**src/rtl/fll_integrator.sv**
```systemverilog
module fll_integrator #(
  parameter int INT_W   = 10,
  parameter int TAP_W   = 5,
  parameter int N_W     = 7,
  parameter int MAX_TAP = 28
) (
  input  logic             clk,
  input  logic             rst_n,
  input  logic             ref_tick,
  input  logic             osc_tick,
  input  logic [N_W-1:0]   mult_n,
  input  logic [1:0]       div_sel,
  input  logic             mod_off,
  output logic [INT_W-1:0] integ_value,
  output logic [TAP_W-1:0] tap_index,
  output logic             tap_next
);
  localparam int MOD_W = INT_W - TAP_W;
  localparam logic [INT_W-1:0] INT_MAX = {INT_W{1'b1}};
  localparam logic [INT_W-1:0] INT_MID = INT_W'(1) << (INT_W - 1);
  localparam logic [TAP_W-1:0] TAP_TOP = TAP_W'(MAX_TAP);

  logic [2:0]       dcnt, dlim;
  logic [N_W-1:0]   ncnt;
  logic [MOD_W-1:0] acc;
  logic             d_wrap, n_wrap, down_evt;

  always_comb
    case (div_sel)
      2'd0:    dlim = 3'd0;
      2'd1:    dlim = 3'd1;
      2'd2:    dlim = 3'd3;
      default: dlim = 3'd7;
    endcase

  assign d_wrap   = dcnt >= dlim;
  assign n_wrap   = ncnt >= mult_n;
  assign down_evt = osc_tick && d_wrap && n_wrap;

  always_ff @(posedge clk)
    if (!rst_n) begin
      dcnt <= '0;
      ncnt <= '0;
    end else if (osc_tick) begin
      dcnt <= d_wrap ? 3'd0 : dcnt + 3'd1;
      if (d_wrap) ncnt <= n_wrap ? '0 : ncnt + 1'b1;
    end

  always_ff @(posedge clk)
    if (!rst_n)
      integ_value <= INT_MID;
    else if (ref_tick && !down_evt && integ_value != INT_MAX)
      integ_value <= integ_value + 1'b1;
    else if (down_evt && !ref_tick && integ_value != '0)
      integ_value <= integ_value - 1'b1;

  logic [TAP_W-1:0] coarse;
  logic [MOD_W-1:0] mval;
  logic [MOD_W:0]   acc_sum;

  assign coarse    = integ_value[INT_W-1 -: TAP_W];
  assign mval      = integ_value[MOD_W-1:0];
  assign tap_index = (coarse > TAP_TOP) ? TAP_TOP : coarse;
  assign acc_sum   = {1'b0, acc} + {1'b0, mval};
  assign tap_next  = acc_sum[MOD_W] && !mod_off && (tap_index != TAP_TOP);

  always_ff @(posedge clk)
    if (!rst_n)        acc <= '0;
    else if (osc_tick) acc <= acc_sum[MOD_W-1:0];

  assert_step_R2: assert property (@(posedge clk) disable iff (!rst_n)
    (integ_value == $past(integ_value)) ||
    (integ_value == $past(integ_value) + 1'b1) ||
    (integ_value == $past(integ_value) - 1'b1));

  assert_cancel_R4: assert property (@(posedge clk) disable iff (!rst_n)
    (ref_tick && down_evt) |=> $stable(integ_value));

  assert_sat_hi_R5: assert property (@(posedge clk) disable iff (!rst_n)
    (integ_value == INT_MAX && !down_evt) |=> integ_value == INT_MAX);

  assert_sat_lo_R5: assert property (@(posedge clk) disable iff (!rst_n)
    (integ_value == '0 && !ref_tick) |=> integ_value == '0);

  assert_tap_range_R6: assert property (@(posedge clk) disable iff (!rst_n)
    tap_index <= TAP_TOP);

  assert_mod_off_R8: assert property (@(posedge clk) disable iff (!rst_n)
    mod_off |-> !tap_next);

  assert_top_tap_R9: assert property (@(posedge clk) disable iff (!rst_n)
    (tap_index == TAP_TOP) |-> !tap_next);
endmodule

```
**config.mk**
```make
export PLATFORM = sky130hd
export DESIGN_NAME = fll_integrator
export DESIGN_NICKNAME = d
export VERILOG_FILES = /design/src/rtl/fll_integrator.sv
export SDC_FILE = /design/constraint.sdc
export NUM_CORES = 1
export LEC_CHECK = 0
export BUFFER_PORTS_ARGS = -buffer_cell sky130_fd_sc_hd__buf_2
export CAP_MARGIN = 20
export CORE_AREA = 2 2 90 92
export CTS_CLUSTER_SIZE = 25
export DETAILED_ROUTE_END_ITERATION = 16
export DIE_AREA = 0 0 92 94
export HOLD_SLACK_MARGIN = 0.08
export PLACE_DENSITY = 0.4
export SYNTH_ARGS = -nofsm -noshare
export SYNTH_HDL_FRONTEND = slang
export SYNTH_SLANG_ARGS = --single-unit
export TNS_END_PERCENT = 10
```
**constraint.sdc**
```tcl
create_clock -name clk -period 6.76 [get_ports clk]
set_input_delay 0.338 -clock clk [delete_from_list [all_inputs] [get_ports clk]]
set_output_delay 0.338 -clock clk [all_outputs]
set_load 0.02 [all_outputs]
```
# Word level (Yosys, flattened, before mapping)
# Cells that the tools add are included.
[classes]
muxes = 6
order_cmp = 3
n_reduce_logical = 15
n_eq_ne = 4
addsub = 5
[ops]
columns = ["cell", "count"]
rows = [
  ["10-bit 2-to-1 mux", 2],
  ["10-bit by 1-bit adder with 10-bit output (second input constant)", 1],
  ["10-bit inequality test (second input constant)", 1],
  ["10-bit nonzero test", 1],
  ["10-bit by 1-bit subtractor with 10-bit output (second input constant)", 1],
  ["3-bit one-hot mux with 3 select lines", 1],
  ["1-bit logical AND", 8],
  ["7-bit by 1-bit adder with 7-bit output (second input constant)", 1],
  ["7-bit >= comparator", 1],
  ["7-bit 2-to-1 mux", 1],
  ["5-bit by 5-bit adder with 6-bit output", 1],
  ["5-bit greater-than comparator (second input constant)", 1],
  ["5-bit 2-to-1 mux", 1],
  ["5-bit inequality test (second input constant)", 1],
  ["3-bit by 1-bit adder with 3-bit output (second input constant)", 1],
  ["3-bit >= comparator", 1],
  ["1-bit logical NOT", 3],
  ["3-bit 2-to-1 mux", 1],
  ["2-bit by 1-bit == test with 1-bit output (second input constant)", 1],
  ["2-bit == test (second input constant)", 1],
  ["2-bit logical NOT", 1],
  ["2-bit AND reduction", 1],
  ["2-bit nonzero test", 1],
]
[totals]
out_inout_bits = 16
wordCells = 37
inputBits = 14
ff_bits = 25

# Logic depth before layout (Yosys ltp)
[depth]
word_depth = 9
ltp_mapped = 15
depth_no_buf = 14

# Worst setup path after synthesis
# No wires, ideal clock.
[synth_timing]
kind = "input port to flip-flop"
startpoint = "input div_sel[1]"
endpoint = "register integ_value[9]"
path_buffers = 0
setup_ns = 0.123
arrival_time_ns = 3.181
setup_slack_ns = 3.456
required_time_ns = 6.637
path_stages = 13
path_cell_list = "or2_2 ha_1 nand2b_1 a211o_1 nand3_1 o21ai_4 ha_1 a211oi_1 o21bai_1 o221ai_1 o21ai_0 mux2i_1 mux2_1"
[synth_via]
elab_chain_len = 9
elab_cells_between_ends = 14
[synth_rtl]
columns = ["item", "line_no", "rtl"]
rows = [
  ["start, declared", "12", "input logic [1:0] div_sel,"],
  ["2-bit == test, or another cell as far along", "29", "case (div_sel)"],
  ["3-bit one-hot mux with 3 select lines (*)", "29", ""],
  ["3-bit >= comparator (*)", "36", "assign d_wrap = dcnt >= dlim;"],
  ["1-bit logical AND (*) (2 in series)", "38", "assign down_evt = osc_tick && d_wrap && n_wrap;"],
  ["1-bit logical NOT", "52", "else if (ref_tick && !down_evt && integ_value != INT_MAX)"],
  ["1-bit logical AND (2 in series)", "52", ""],
  ["10-bit 2-to-1 mux / 2-bit nonzero test (equally long branches)", "n/a", ""],
  ["end signal, assigned", "53", "integ_value <= integ_value + 1'b1;"],
  ["end signal, assigned", "55", "integ_value <= integ_value - 1'b1;"],
  ["end, declared", "14", "output logic [INT_W-1:0] integ_value,"],
]
# Every way passes the cells marked *; elsewhere a longest branch is shown, timed or not.
# A chain may end at the register's enable or synchronous reset.

# Worst setup path in the final report
[layout_timing]
startpoint = "register ncnt[4]"
endpoint = "register integ_value[9]"
[layout_via]
elab_chain_len = 6
elab_cells_between_ends = 9
[layout_rtl]
columns = ["item", "line_no", "rtl"]
rows = [
  ["start, declared", "24", "logic [N_W-1:0] ncnt;"],
  ["start signal, assigned", "46", "if (d_wrap) ncnt <= n_wrap ? '0 : ncnt + 1'b1;"],
  ["7-bit >= comparator (*)", "37", "assign n_wrap = ncnt >= mult_n;"],
  ["1-bit logical AND (*)", "38", ""],
  ["1-bit logical NOT", "52", ""],
  ["1-bit logical AND (2 in series)", "52", ""],
  ["10-bit 2-to-1 mux / 2-bit nonzero test (equally long branches)", "n/a", ""],
]
# Marked as above.

==> impl_metrics.json <==
{
  "dieArea_um2": 8650,
  "die_y_um": 94,
  "outcome": "finished, final reports clean",
  "coreArea_um2": 7610,
  "drv_cap": 0,
  "ys.flop_type": "dfxtp_1",
  "clk_latency_ns": 0.27,
  "async_flop_share_pct": 0,
  "syn_to_final_growth_pct": 14.7,
  "post-place-ws_ns": 2.98,
  "synth-edff-count": 0,
  "tns_ns": 0,
  "hold_path_class": "in -> reg",
  "power_frac_comb_pct": 33.5,
  "htreeDepth": 1,
  "antenna_found_initial": 0,
  "syn_area_per_cell_um2": 8.37,
  "power_frac_seq_pct": 43.6,
  "fmax_ghz": 0.278,
  "ys_top_cells_by_area": "dfxtp_1 (27%), ha_1 (17%), a21oi_1 (5.1%)",
  "arrival_ns": 3.77,
  "synthesis.area_um2": 1870,
  "finalHoldViolCount": 0,
  "root_buffer": "clkbuf_8",
  "rrSetupSlack_ns": 3.16,
  "criticalPathCategory": "reg -> reg",
  "ir_drop_mv": 0.0690,
  "power.internal_w": 0.000261,
  "power_frac_clock_pct": 22.9,
  "ctsHoldBuffers": 0,
  "yosys.area.top_type": "dfxtp_1",
  "power-per-cell-area_nw_per_um2": 191,
  "grt_max_degree": 19,
  "postRouteAntennaNets": 0,
  "worstHoldPathCells": 3,
  "setup_violations": 0,
  "ys_seq_area_share_pct": 26.8,
  "r2r_cells": 12,
  "netSwitchingPower_w": 0.000147,
  "ctsResizeCount": 0,
  "grt_overflow": 0,
  "wl_mm": 4.47,
  "fin_nets": 290,
  "fin_skew_ns": 0.00165,
  "start_util_pct": 24.5,
  "yosysWarnings": 0,
  "tightest_slew_ns": 0.682,
  "route.detailed.wl_per_inst_um": 12.8,
  "gp_congestion": 0.737,
  "drt-initial-drc-count": 44,
  "finalCritPeriodShare_pct": 53.2,
  "grt_pass1_vias": 1520,
  "final_layout_size_suffix_gt1_share_pct": 15.7,
  "tritoncts": "yes",
  "io_buffers": 29,
  "cts.path.max_buffers": 2,
  "setup_ws_ns": 3.16,
  "min_period_ns": 3.60,
  "grt_usage_pct": 10.7,
  "vias_per_cell": 4.60,
  "ys_types": 44,
  "leakage_nw": 1.01,
  "cts_sinks": 25,
  "antennaDiodeCount": 0,
  "synth.top_cell.area_share_pct": 26.8,
  "dp_hpwl_mm": 3.31,
  "route.detailed.drc": 0,
  "placementRows": 32,
  "grt_pass1_wl_mm": 7.40,
  "io_pins": 30,
  "clk_transition_reported_paths_ns": 0.09,
  "start_kind": "flop",
  "worstPathRequired_ns": 6.93,
  "drtPass1Iterations": 4,
  "cts_buffers": 3,
  "max-slew-margin-rel_pct": 54.0,
  "slew_viol_final": 0,
  "worstPathMaxFanout": 16,
  "rsz0062_at_grt": "no",
  "p_sw_share_pct": 36.1,
  "syn_nets": 264,
  "via_count": 1609,
  "end_kind": "flop",
  "syn_inst": 223,
  "post-cts-setup-buffers": 0,
  "ys_seq_elements": 25,
  "die_w_um": 92
}
## kinds of logic (layout without fill, tap and decap cells)
group                    Yosys count  in the layout  synth area share, %
XOR/XNOR                          12             12                 5.63
AO/OA/AOI/OAI                     59             59                 21.3
AND/OR/NAND/NOR                   66             66                 17.3
multiplexers                       7              7                 3.82
buffers and inverters             27             52                 6.24
adder cells (fa/ha/maj)           27             27                 18.9
flip-flops                        25             25                 26.8
## placed cells by master, fill, tap and decap left out, types with 2 or more instances in the layout
cell type | netlist | layout
a211o_1 | 3 | 3
buf_2 | 0 | 29
nor4_1 | 2 | 2
nand3_1 | 11 | 11
ha_1 | 25 | 25
nor2_1 | 17 | 17
clkbuf_8 | 0 | 3
a211oi_1 | 4 | 4
inv_1 | 17 | 17
nor3_1 | 5 | 5
dfxtp_1 | 25 | 25
xnor2_1 | 6 | 6
fa_1 | 2 | 2
nand4_1 | 3 | 3
nand2_1 | 13 | 13
a21o_1 | 6 | 6
o21ai_0 | 12 | 12
nor2b_1 | 3 | 3
a21oi_1 | 19 | 19
mux2i_1 | 6 | 6
nand2b_1 | 3 | 3
xor2_1 | 6 | 6
o31ai_1 | 2 | 2
o221ai_1 | 2 | 2
or3_1 | 2 | 2
and2_1 | 4 | 4
## path summary, 6_finish.rpt
check / from / to
max: ncnt[4] / integ_value[9]
min: rst_n / integ_value[8]
max reg2reg: ncnt[4] / integ_value[9]
min reg2reg: ncnt[6] / ncnt[6]
## per-stage QoR
step	hold slack (ns)	instances	utilization (%)	total power [W]	area (µm²)
final	0.342	350	28.1	0.000408	2140
after CTS	0.343	350	28.1	0.000413	2140
after floorplan	0.462	223	-	0.000282	1870
after global placement	0.477	346	27.5	0.000319	2090
after global routing	0.363	350	28.1	0.000440	2140
after detailed placement	0.490	346	27.5	0.000318	2090
## synth_stat cells (all sizes together) (5+ instances only)
cell type	number
nand2	13
ha	25
mux2i	6
a21o	6
nand3	11
a21oi	19
xor2	6
nor2	17
xnor2	6
o21ai	14
dfxtp	25
inv	18
nor3	5
## critical path, cell delays in order, from the launching register on
cell      delay, ns
dfxtp_1        0.42
ha_1           0.29
a21o_1         0.17
a221o_1        0.35
a41oi_2        0.31
o21ai_4        0.21
ha_1           0.34
a211oi_1       0.31
o21bai_1       0.15
o221ai_1       0.27
o21ai_0        0.16
mux2i_1        0.18
mux2_1         0.33
## metal layers
layer | share of wire [%] | vias to the layer above | wire, µm | GRT usage [%]
met5 | 0 | - | 0 | 0
met4 | 1.3 | 0 | 56 | 2.99
met3 | 3.7 | 5 | 167 | 1.69
met2 | 41 | 32 | 1850 | 17.1
met1 | 54 | 726 | 2390 | 14.9
li1 | - | 846 | - | -
## power by group through the flow
stage,logic (W),clock network [W],registers (W)
CTS,0.000137,0.0000978,0.000178
global route,0.000155,0.000105,0.000180
global placement,0.000137,0,0.000182
detailed placement,0.000137,0,0.000181
floorplan,0.0000982,0,0.000184
finish,0.000137,0.0000932,0.000178
## area by class of cell
type / count / area, µm²
inverters: 19 / 71.3
well taps: 102 / 128
repair buffers: 29 / 145
clock buffers: 3 / 41.3
multi-input cells: 171 / 1250
fillers: 844 / 5470
flip-flops and latches: 25 / 500
clock inverters: 1 / 5.00
## state kept, by name, indices dropped and copies added, names as in the netlist
name and count:
acc 5, dcnt 3, integ_value 10, ncnt 7
Power figures use the tool's default switching activity.
